`config.mk`:
```
export PLATFORM = sky130hd
export DESIGN_NAME = cs_tx_seq
export DESIGN_NICKNAME = d
export VERILOG_FILES = /design/src/rtl/cs_seq_pkg.sv /design/src/rtl/cs_page_regs.sv /design/src/rtl/cs_shifter.sv /design/src/rtl/cs_fsm.sv /design/src/rtl/cs_tx_seq.sv
export SDC_FILE = /design/constraint.sdc
export NUM_CORES = 1
export LEC_CHECK = 0
export CAP_MARGIN = 10
export CORE_MARGIN = 1.5
export CORE_UTILIZATION = 49
export DETAILED_ROUTE_END_ITERATION = 10
export MAX_ROUTING_LAYER = met4
export PLACE_DENSITY = 0.78
export SETUP_SLACK_MARGIN = 0.4
export SYNTH_ARGS = -nofsm -noshare
export SYNTH_HDL_FRONTEND = slang
export SYNTH_SLANG_ARGS = --single-unit
```
`constraint.sdc`:
```
create_clock -name clk -period 3.4 [get_ports clk]
set_clock_uncertainty 0.1 [all_clocks]
set_input_delay 0.34 -clock clk [delete_from_list [all_inputs] [get_ports clk]]
set_output_delay 0.34 -clock clk [all_outputs]
set_load 0.01 [all_outputs]
```
`src/rtl/cs_seq_pkg.sv`:
```
package cs_seq_pkg;
    typedef enum logic [1:0] {
        ST_IDLE  = 2'd0,
        ST_ARMED = 2'd1,
        ST_SEND  = 2'd2
    } cs_state_e;
endpackage

```
`src/rtl/cs_page_regs.sv`:
```
module cs_page_regs #(
    parameter int WORDS  = 6,
    parameter int WORD_W = 32,
    localparam int IDX_W = $clog2(WORDS)
) (
    input  logic              clk,
    input  logic              rst_n,
    input  logic              wr_en,
    input  logic [IDX_W-1:0]  wr_addr,
    input  logic [WORD_W-1:0] wr_data,
    input  logic [IDX_W-1:0]  rd_idx,
    output logic [WORD_W-1:0] rd_word
);
    logic [WORD_W-1:0] page [WORDS];

    // One register per word; only in-range addresses decode.
    for (genvar g = 0; g < WORDS; g++) begin : g_word
        always_ff @(posedge clk) begin
            if (!rst_n) begin
                page[g] <= '0;
            end else if (wr_en && (wr_addr == IDX_W'(g))) begin
                page[g] <= wr_data;
            end
        end
    end

    always_comb begin
        rd_word = '0;
        if (int'(rd_idx) < WORDS) begin
            rd_word = page[rd_idx];
        end
    end
endmodule

```
`src/rtl/cs_shifter.sv`:
```
module cs_shifter #(
    parameter int WORDS  = 6,
    parameter int WORD_W = 32,
    localparam int IDX_W = $clog2(WORDS),
    localparam int BIT_W = $clog2(WORD_W)
) (
    input  logic              clk,
    input  logic              rst_n,
    input  logic              load_first,
    input  logic              step,
    input  logic [WORD_W-1:0] page_word,
    output logic [IDX_W-1:0]  rd_idx,
    output logic              ld_strobe,
    output logic              c_raw
);
    logic [WORD_W-1:0] sh_q;
    logic [BIT_W-1:0]  bit_q;
    logic [IDX_W-1:0]  word_q;
    logic              last_bit;
    logic [IDX_W-1:0]  next_word;

    assign last_bit  = (bit_q == BIT_W'(WORD_W - 1));
    assign next_word = (word_q == IDX_W'(WORDS - 1)) ? '0 : word_q + 1'b1;
    assign rd_idx    = load_first ? '0 : next_word;
    assign ld_strobe = load_first | (step & last_bit);
    assign c_raw     = sh_q[0];

    always_ff @(posedge clk) begin
        if (!rst_n) begin
            sh_q   <= '0;
            bit_q  <= '0;
            word_q <= '0;
        end else if (ld_strobe) begin
            sh_q   <= page_word;
            bit_q  <= '0;
            word_q <= rd_idx;
        end else if (step) begin
            sh_q   <= sh_q >> 1;
            bit_q  <= bit_q + 1'b1;
        end
    end
endmodule

```
`src/rtl/cs_fsm.sv`:
```
module cs_fsm
    import cs_seq_pkg::*;
#(
    parameter int WORDS  = 6,
    localparam int IDX_W = $clog2(WORDS)
) (
    input  logic             clk,
    input  logic             rst_n,
    input  logic             frame_tick,
    input  logic             block_start,
    input  logic             tx_en,
    input  logic             cs_en,
    input  logic             ld_strobe,
    input  logic [IDX_W-1:0] ld_idx,
    output cs_state_e        state,
    output logic             load_first,
    output logic             step,
    output logic             busy
);
    cs_state_e state_d;
    logic      en;

    assign en         = tx_en & cs_en;
    assign load_first = frame_tick & en & block_start;
    assign step       = frame_tick & en & ~block_start & (state == ST_SEND);

    always_comb begin
        state_d = state;
        unique case (state)
            ST_IDLE:  if (load_first) state_d = ST_SEND;
                      else if (en)    state_d = ST_ARMED;
            ST_ARMED: if (load_first) state_d = ST_SEND;
                      else if (!en)   state_d = ST_IDLE;
            ST_SEND:  if (frame_tick && !en) state_d = ST_IDLE;
            default:  state_d = ST_IDLE;
        endcase
    end

    always_ff @(posedge clk) begin
        if (!rst_n) state <= ST_IDLE;
        else        state <= state_d;
    end

    // Output register: busy follows word loads and end-of-frame stop.
    always_ff @(posedge clk) begin
        if (!rst_n) begin
            busy <= 1'b0;
        end else if (frame_tick && !en) begin
            busy <= 1'b0;
        end else if (ld_strobe) begin
            if (ld_idx == '0)                       busy <= 1'b1;
            else if (ld_idx == IDX_W'(WORDS - 1))   busy <= 1'b0;
        end
    end
endmodule

```
`src/rtl/cs_tx_seq.sv`:
```
module cs_tx_seq
    import cs_seq_pkg::*;
#(
    parameter int WORDS  = 6,
    parameter int WORD_W = 32,
    localparam int IDX_W = $clog2(WORDS)
) (
    input  logic              clk,
    input  logic              rst_n,
    input  logic              wr_en,
    input  logic [IDX_W-1:0]  wr_addr,
    input  logic [WORD_W-1:0] wr_data,
    input  logic              frame_tick,
    input  logic              block_start,
    input  logic              tx_en,
    input  logic              cs_en,
    output logic              c_bit,
    output logic              cs_busy
);
    cs_state_e         state;
    logic              load_first, step, ld_strobe, c_raw;
    logic [IDX_W-1:0]  rd_idx;
    logic [WORD_W-1:0] page_word;

    cs_page_regs #(.WORDS(WORDS), .WORD_W(WORD_W)) u_regs (
        .clk(clk), .rst_n(rst_n), .wr_en(wr_en), .wr_addr(wr_addr),
        .wr_data(wr_data), .rd_idx(rd_idx), .rd_word(page_word)
    );

    cs_shifter #(.WORDS(WORDS), .WORD_W(WORD_W)) u_shift (
        .clk(clk), .rst_n(rst_n), .load_first(load_first), .step(step),
        .page_word(page_word), .rd_idx(rd_idx), .ld_strobe(ld_strobe),
        .c_raw(c_raw)
    );

    cs_fsm #(.WORDS(WORDS)) u_fsm (
        .clk(clk), .rst_n(rst_n), .frame_tick(frame_tick),
        .block_start(block_start), .tx_en(tx_en), .cs_en(cs_en),
        .ld_strobe(ld_strobe), .ld_idx(rd_idx), .state(state),
        .load_first(load_first), .step(step), .busy(cs_busy)
    );

    assign c_bit = (state == ST_SEND) & cs_en & c_raw;
endmodule

```
==> flow_metrics.py, run 1 <==
metrics = {
    "floorplan": {
        "ios": 44,
        "start_util_pct": 50.3,
        "die_y_um": 153,
        "row_count": 54,
        "die_x_um": 153,
        "core_area_um2": 22000,
        "die_area_um2": 23500,
    },
    "power_and_ir_drop": {
        "pwr_density_cell_nw_per_um2": 524,
        "leakagePower_uw": 0.00452,
        "ir_worst_vdd_mv": 0.419,
    },
    "timing": {
        "tns_ns": 0,
        "setup_viol": 0,
        "fmax_mhz": 378,
        "finalMaxSlewViolations": 0,
        "period_minus_slack_ns": 2.64,
        "slew_headroom_pct": 32.6,
        "period_share_pct": 77.8,
        "timing_hold_violations_final": 0,
        "tightest_slew_ns": 1.00,
        "rsz0062_at_grt": "false",
    },
    "critical_path": {
        "endpoint": "u_shift.sh_q[22]$_SDFFE_PN0P_",
        "cp.arrival_ns": 2.97,
        "slowest_delay_ns": 0.38,
        "cp_num_cells": 7,
        "crit_path_start": "u_shift.bit_q[0]$_SDFFE_PP0P_",
        "cp_cell_sequence": "ha_1 > and3_1 > ha_1 > nand3_4 > buf_4 > or3_1 > a311oi_1",
        "r2r_slack_ns": 0.76,
        "start_kind": "flop",
        "cp_num_buf_inv": 1,
        "path_max_fanout": 25,
        "crit_family": "simple AND/OR/NAND/NOR gates",
        "worstReg2RegStart": "u_shift.bit_q[0]$_SDFFE_PP0P_",
        "crit_top_cell": "ha_1",
        "worst_r2r_path_depth": 7,
        "critPathCaptureType": "flop",
        "required_ns": 3.72,
        "critPathKind": "flop to flop",
        "r2r-end": "u_shift.sh_q[22]$_SDFFE_PN0P_",
        "cpMaxStageDelayCell": "dfxtp_1",
    },
    "clock_tree": {
        "cts_tree": "done",
        "clk_pin_slew_worst_paths_ns": 0.06,
        "cts-root-buf": "clkbuf_16",
        "clk_latency_ns": 0.53,
        "hold_buffers": 0,
        "cts_buffer_depth": 3,
        "cts_resized": 0,
        "cts_made_buffers": 25,
        "htreeDepth": 1,
        "post-cts-setup-buffer-count": 0,
        "cts_sinks": 235,
    },
    "placed_design": {
        "dp_hpwl_um": 15700,
        "gp_congestion": 0.817,
        "dp_cells": 1280,
        "portBuffers": 43,
    },
    "grt": {
        "grt_pass1_wl_um": 43700,
        "grt_pass1_vias": 8001,
        "grt_antenna_before_repair": 0,
        "grt_max_degree": 49,
        "grt_use_total_pct": 24.5,
        "grt.overflow.total": 0,
    },
    "logic_synthesis": {
        "synth_async_sr_flop_share_pct": 0,
        "ys_types": 51,
        "yosysWarnings": 0,
        "yosysSeqAreaShare_pct": 59.8,
        "avgSynthCellArea_um2": 11.0,
        "synth.cell_area_um2": 11100,
        "syn_nets": 1049,
        "synth_seq_cells": 235,
        "synth_ff_type": "edfxtp_1",
        "syn_inst": 1005,
        "synth_edf_count": 192,
    },
    "cells_and_area": {
        "drive_gt1_share_pct": 9.27,
        "antenna_cells": 0,
        "nets": 1071,
        "area_growth_syn_to_layout_pct": 15.8,
        "fin_cells": 1326,
    },
    "run_status": {
        "status": "completed",
    },
    "job": {
        "cap_violations": 0,
    },
    "route": {
        "vias": 8041,
        "drt_iter0_drc": 721,
        "post_drt_wl_per_cell_um": 20.7,
        "ant_nets": 0,
        "first_pass_iters": 5,
        "drc_errors": 0,
        "vias_per_cell": 6.06,
        "drt_wl_total_um": 27500,
    },
    "worst_hold_path": {
        "hold_path.class": "flop to flop",
    },
}
metrics by stage:
| step | setup slack, ns | hold slack, ns | util (%) | power, uW | cell area (um2) |
|---|---|---|---|---|---|
| 2_1_floorplan | 0.00843 | 0.316 | - | 3560 | 11100 |
| 3_3_place_gp | 0.799 | 0.331 | 54.0 | 3720 | 11900 |
| 3_5_place_dp | 0.759 | 0.349 | 54.0 | 3740 | 11900 |
| 4_1_cts | 0.799 | 0.351 | 58.3 | 6760 | 12800 |
| 5_1_grt | 0.650 | 0.374 | 58.3 | 6930 | 12800 |
| 6_report | 0.756 | 0.355 | 58.3 | 6730 | 12800 |
routing by layer:
metal / GRT usage (%) / routed length [um] / vias up
met5: - / 0 / -
met4: 9.99 / 901 / 0
met3: 2.75 / 1980 / 72
met2: 40.8 / 13700 / 370
met1: 30.6 / 10900 / 3892
li1: - / - / 3707
registers in the layout (all words and copies together) (netlist names):
name,cells
u_shift.word_q,3
u_regs.page,192
u_shift.bit_q,5
u_fsm.busy,1
u_shift.sh_q,32
u_fsm.state,2
worst register-to-register path, cell delays in order (launching register included):
cell	delay, ns
dfxtp_1	0.38
ha_1	0.18
and3_1	0.17
ha_1	0.34
nand3_4	0.36
buf_4	0.35
or3_1	0.38
a311oi_1	0.29
worst min path at each step:
stage	from	to	slack [ns]	cells past startpoint
after floorplan	u_fsm.state[1]$_SDFFE_PN0P_	u_fsm.state[0]$_SDFFE_PN0P_	0.32	1
after global placement	u_fsm.state[1]$_SDFFE_PN0P_	u_fsm.state[0]$_SDFFE_PN0P_	0.33	1
after detailed placement	u_fsm.state[1]$_SDFFE_PN0P_	u_fsm.state[0]$_SDFFE_PN0P_	0.35	1
after CTS	tx_en	u_fsm.state[0]$_SDFFE_PN0P_	0.35	3
after global routing	u_fsm.state[1]$_SDFFE_PN0P_	u_fsm.state[0]$_SDFFE_PN0P_	0.37	1
final	u_fsm.state[1]$_SDFFE_PN0P_	u_fsm.state[0]$_SDFFE_PN0P_	0.35	1
cell usage in the layout (no fill, tap or decap), types with 23 or more instances in the layout:
cell | netlist | routed
buf_4 | 3 | 28
edfxtp_1 | 192 | 192
mux2i_1 | 23 | 23
nor2_1 | 68 | 64
nand3_1 | 30 | 30
nand2_1 | 87 | 87
dfxtp_1 | 43 | 41
o21ai_0 | 68 | 64
clkdlybuf4s50_1 | 0 | 42
clkbuf_16 | 0 | 25
and2_1 | 193 | 193
a21oi_1 | 40 | 40
a22o_1 | 23 | 23
layout make-up:
cell class              instances  area, um2
clock buffers                  35        733
clock inverters                11        206
fillers                      1754       9180
inverters                       4       15.0
multi-input cells             687       4210
flip-flops and latches        235       6630
well taps                     280        350
repair buffers                 74        696
where the power goes:
| group | leakage [uW] | switching [uW] | internal (uW) |
|---|---|---|---|
| sequential | 0.00221 | 56.0 | 3280 |
| combinational | 0.00185 | 211 | 132 |
| clock | 0.000462 | 1100 | 1950 |
| total | 0.00452 | 1370 | 5360 |
cells in the mapped netlist, types with 3 or more instances:
master	count	area, um2
and2_1	193	1210
edfxtp_1	192	5770
nand2_1	87	327
nor2_1	68	255
o21ai_0	68	340
clkbuf_1	56	210
dfxtp_1	43	861
a21oi_1	40	200
nand3_1	30	150
a22o_1	23	201
mux2i_1	23	230
a311oi_1	21	184
or3_1	21	131
a221oi_1	20	175
buf_2	19	95.1
o21ai_1	12	60.1
a22oi_1	10	75.1
a41oi_1	9	78.8
o2111a_1	9	101
nand2b_1	5	31.3
or2_2	5	31.3
nor3_1	4	20.0
or2_1	4	25.0
and3_1	3	18.8
buf_4	3	22.5
inv_1	3	11.3
o31ai_1	3	22.5
cell families (layout without fill, tap and decap cells):
| group | count (synthesis) | after routing | share of synthesized area [%] |
|---|---|---|---|
| xor gates and xnor gates | 4 | 4 | 0.316 |
| and+or+nand+nor | 431 | 431 | 20.6 |
| AOI/OAI and AO/OA | 227 | 227 | 13.9 |
| DFF | 235 | 235 | 59.8 |
| adders and majority gates | 2 | 2 | 0.226 |
| buffers and inverters | 83 | 124 | 3.13 |
| muxes | 23 | 23 | 2.08 |
Power figures use the tool's default switching activity.
==> run 2: changes to the inputs <==
Clock period 3.4 ns to 2.4 ns, I/O delays scaled along.
==> flow_metrics.py, run 2 (synthesized netlist as in run 1, its figures left out) <==
metrics = {
    "cells_and_area": {
        "drive_gt1_share_pct": 15.5,
        "fin_util_pct": 61.5,
        "n_fill_cell": 1681,
        "reg_top3": "u_regs.page x192, u_shift.sh_q x32, u_shift.bit_q x5",
        "regMostFlops": "u_regs.page",
        "area_growth_syn_to_layout_pct": 22.1,
        "final_common_cell": "and2_1",
        "largest_register_ff_count": 192,
        "nets": 1104,
        "final_cell_mix": "193 x and2_1, 192 x edfxtp_1, 86 x nand2_1",
        "antenna_cells": 0,
    },
    "critical_path": {
        "required_ns": 2.70,
        "critPathCaptureType": "flop",
        "slowest_delay_ns": 0.36,
        "cp.arrival_ns": 2.41,
        "r2r-end": "u_shift.sh_q[2]$_SDFFE_PN0P_",
        "crit_top_cell": "ha_4",
        "start_kind": "flop",
        "worstReg2RegStart": "u_shift.bit_q[0]$_SDFFE_PP0P_",
        "worst_r2r_path_depth": 9,
        "crit_family": "compound AO/OA/AOI/OAI gates",
        "cp_num_buf_inv": 2,
        "r2r_slack_ns": 0.28,
        "cpMaxStageDelayCell": "dfxtp_4",
        "cp_cell_sequence": "ha_4 > and3_4 > ha_4 > nand3_4 > buf_6 > clkbuf_16 > a22o_1 > a221oi_1 > a311oi_2",
        "critPathKind": "flop to flop",
        "path_max_fanout": 6,
    },
    "placed_design": {
        "dp_hpwl_um": 16300,
        "place_ws_ns": 0.0587,
        "gp_congestion": 0.831,
        "portBuffers": 43,
    },
    "timing": {
        "setup_viol": 0,
        "holdWs_ns": 0.231,
        "fmax_mhz": 473,
        "timing_hold_violations_final": 0,
        "slew_headroom_pct": 40.5,
        "period_share_pct": 88.2,
        "rsz0062_at_grt": "true",
        "period_minus_slack_ns": 2.12,
        "setup_slack_ns": 0.284,
        "tns_ns": 0,
        "tightest_slew_ns": 0.889,
        "finalMaxSlewViolations": 0,
    },
    "grt": {
        "grt_max_degree": 43,
        "grt_antenna_before_repair": 0,
        "grt_use_total_pct": 26.3,
        "grt_pass1_wl_um": 46600,
        "grt_pass1_vias": 8454,
        "grt.overflow.total": 0,
    },
    "worst_hold_path": {
        "holdPathEnd": "u_shift.sh_q[31]$_SDFFE_PN0P_",
        "min_path_cells": 4,
        "hold_path.class": "primary input to flop",
        "hold_start": "rst_n",
    },
    "route": {
        "ant_nets": 0,
        "vias_per_cell": 6.23,
        "routed.top_layer": "met4",
        "met3WireLength_um": 2550,
        "wl_met1_um": 11500,
        "wl_met2_um": 15300,
        "first_pass_iters": 5,
        "vias": 8475,
        "drt_iter0_drc": 954,
        "post_drt_wl_per_cell_um": 22.2,
        "drt_wl_total_um": 30200,
        "drc_errors": 0,
    },
    "clock_tree": {
        "cts_sinks": 235,
        "clk_pin_slew_worst_paths_ns": 0.06,
        "hold_buffers": 0,
        "cts-root-buf": "clkbuf_16",
        "cts_made_buffers": 26,
        "clk_latency_ns": 0.53,
        "cts_tree": "done",
        "cts_buffer_depth": 3,
        "htreeDepth": 1,
    },
    "floorplan": {
        "die_y_um": 153,
        "row_count": 54,
        "ios": 44,
        "core_area_um2": 22000,
        "die_area_um2": 23500,
        "die_x_um": 153,
        "start_util_pct": 50.3,
    },
    "power_and_ir_drop": {
        "leakagePower_uw": 0.00484,
        "ir_worst_vdd_mv": 0.507,
        "pwr_density_cell_nw_per_um2": 677,
        "p_total_uw": 9160,
    },
    "run_status": {
        "status": "completed",
    },
    "job": {
        "cap_violations": 0,
    },
}
## run 2: changes by cell type in the layout (fill, tap and decap cells not counted), moves of 4 or more
cell | before | now
clkbuf_16 | 25 | 29
or3_1 | 21 | 16
buf_4 | 28 | 36
bufinv_16 | 6 | 1
a221oi_2 | 0 | 17
or3_4 | 0 | 5
a311oi_1 | 21 | 13
a311oi_2 | 0 | 8
clkbuf_1 | 3 | 10
buf_16 | 0 | 4
buf_12 | 3 | 18
a221oi_1 | 20 | 3
## run 2: stage by stage
| step | instance area (um2) | instances |
|---|---|---|
| 3_3_place_gp | 12200 | 1296 |
| 3_5_place_dp | 12200 | 1296 |
| 2_1_floorplan | 11100 | 1005 |
| 6_report | 13500 | 1360 |
| 5_1_grt | 13500 | 1360 |
| 4_1_cts | 13300 | 1355 |
## run 2: worst max path at each step
stage,from,end,slack (ns),cells past startpoint
2_1_floorplan,wr_addr[2],u_regs.page[2][0]$_SDFFCE_PN0P_,-0.03,2
3_3_place_gp,cs_en,u_shift.sh_q[6]$_SDFFE_PN0P_,0.21,7
3_5_place_dp,cs_en,u_shift.sh_q[6]$_SDFFE_PN0P_,0.06,6
4_1_cts,u_shift.bit_q[1]$_SDFFE_PP0P_,u_shift.sh_q[28]$_SDFFE_PN0P_,0.33,8
5_1_grt,u_shift.bit_q[0]$_SDFFE_PP0P_,u_shift.sh_q[2]$_SDFFE_PN0P_,0.22,9
6_report,u_shift.bit_q[0]$_SDFFE_PP0P_,u_shift.sh_q[2]$_SDFFE_PN0P_,0.28,9
## run 2: final cells by class
type | instances | area, um2 | area share (%)
clock buffer | 42 | 782 | 5.78
sequential | 235 | 6640 | 49.0
tap | 280 | 350 | 2.59
clock inverter | 6 | 57.6 | 0.425
timing repair buffer | 106 | 1250 | 9.22
multi-input combinational | 687 | 4450 | 32.9
inverter | 4 | 15.0 | 0.111
## run 2: routing by layer
metal / GRT usage (%) / vias up
li1: - / 3770
met1: 31.4 / 4143
met2: 44.1 / 478
met3: 4.42 / 84
met4: 11.6 / 0
met5: - / -
## run 2: worst min-delay path, stage by stage
cell and delay [ns]:
buf_2 0.19, buf_12 0.22, o21ai_0 0.10, a21oi_1 0.04
## run 2: where the power goes
part           switching, uW  total (uW)  internal, uW
combinational            325         541           217
clock                   1570        3890          2330
sequential              83.8        4730          4640
total                   1970        9160          7190
## run 2: timing repair
| action | in CTS | in global routing |
|---|---|---|
| pin swaps | 24 | 38 |
| cloned | 4 | 2 |
| buffers inserted | 7 | 3 |
| setup endpoints to repair | 32 | 32 |
| resized for setup | 27 | 29 |
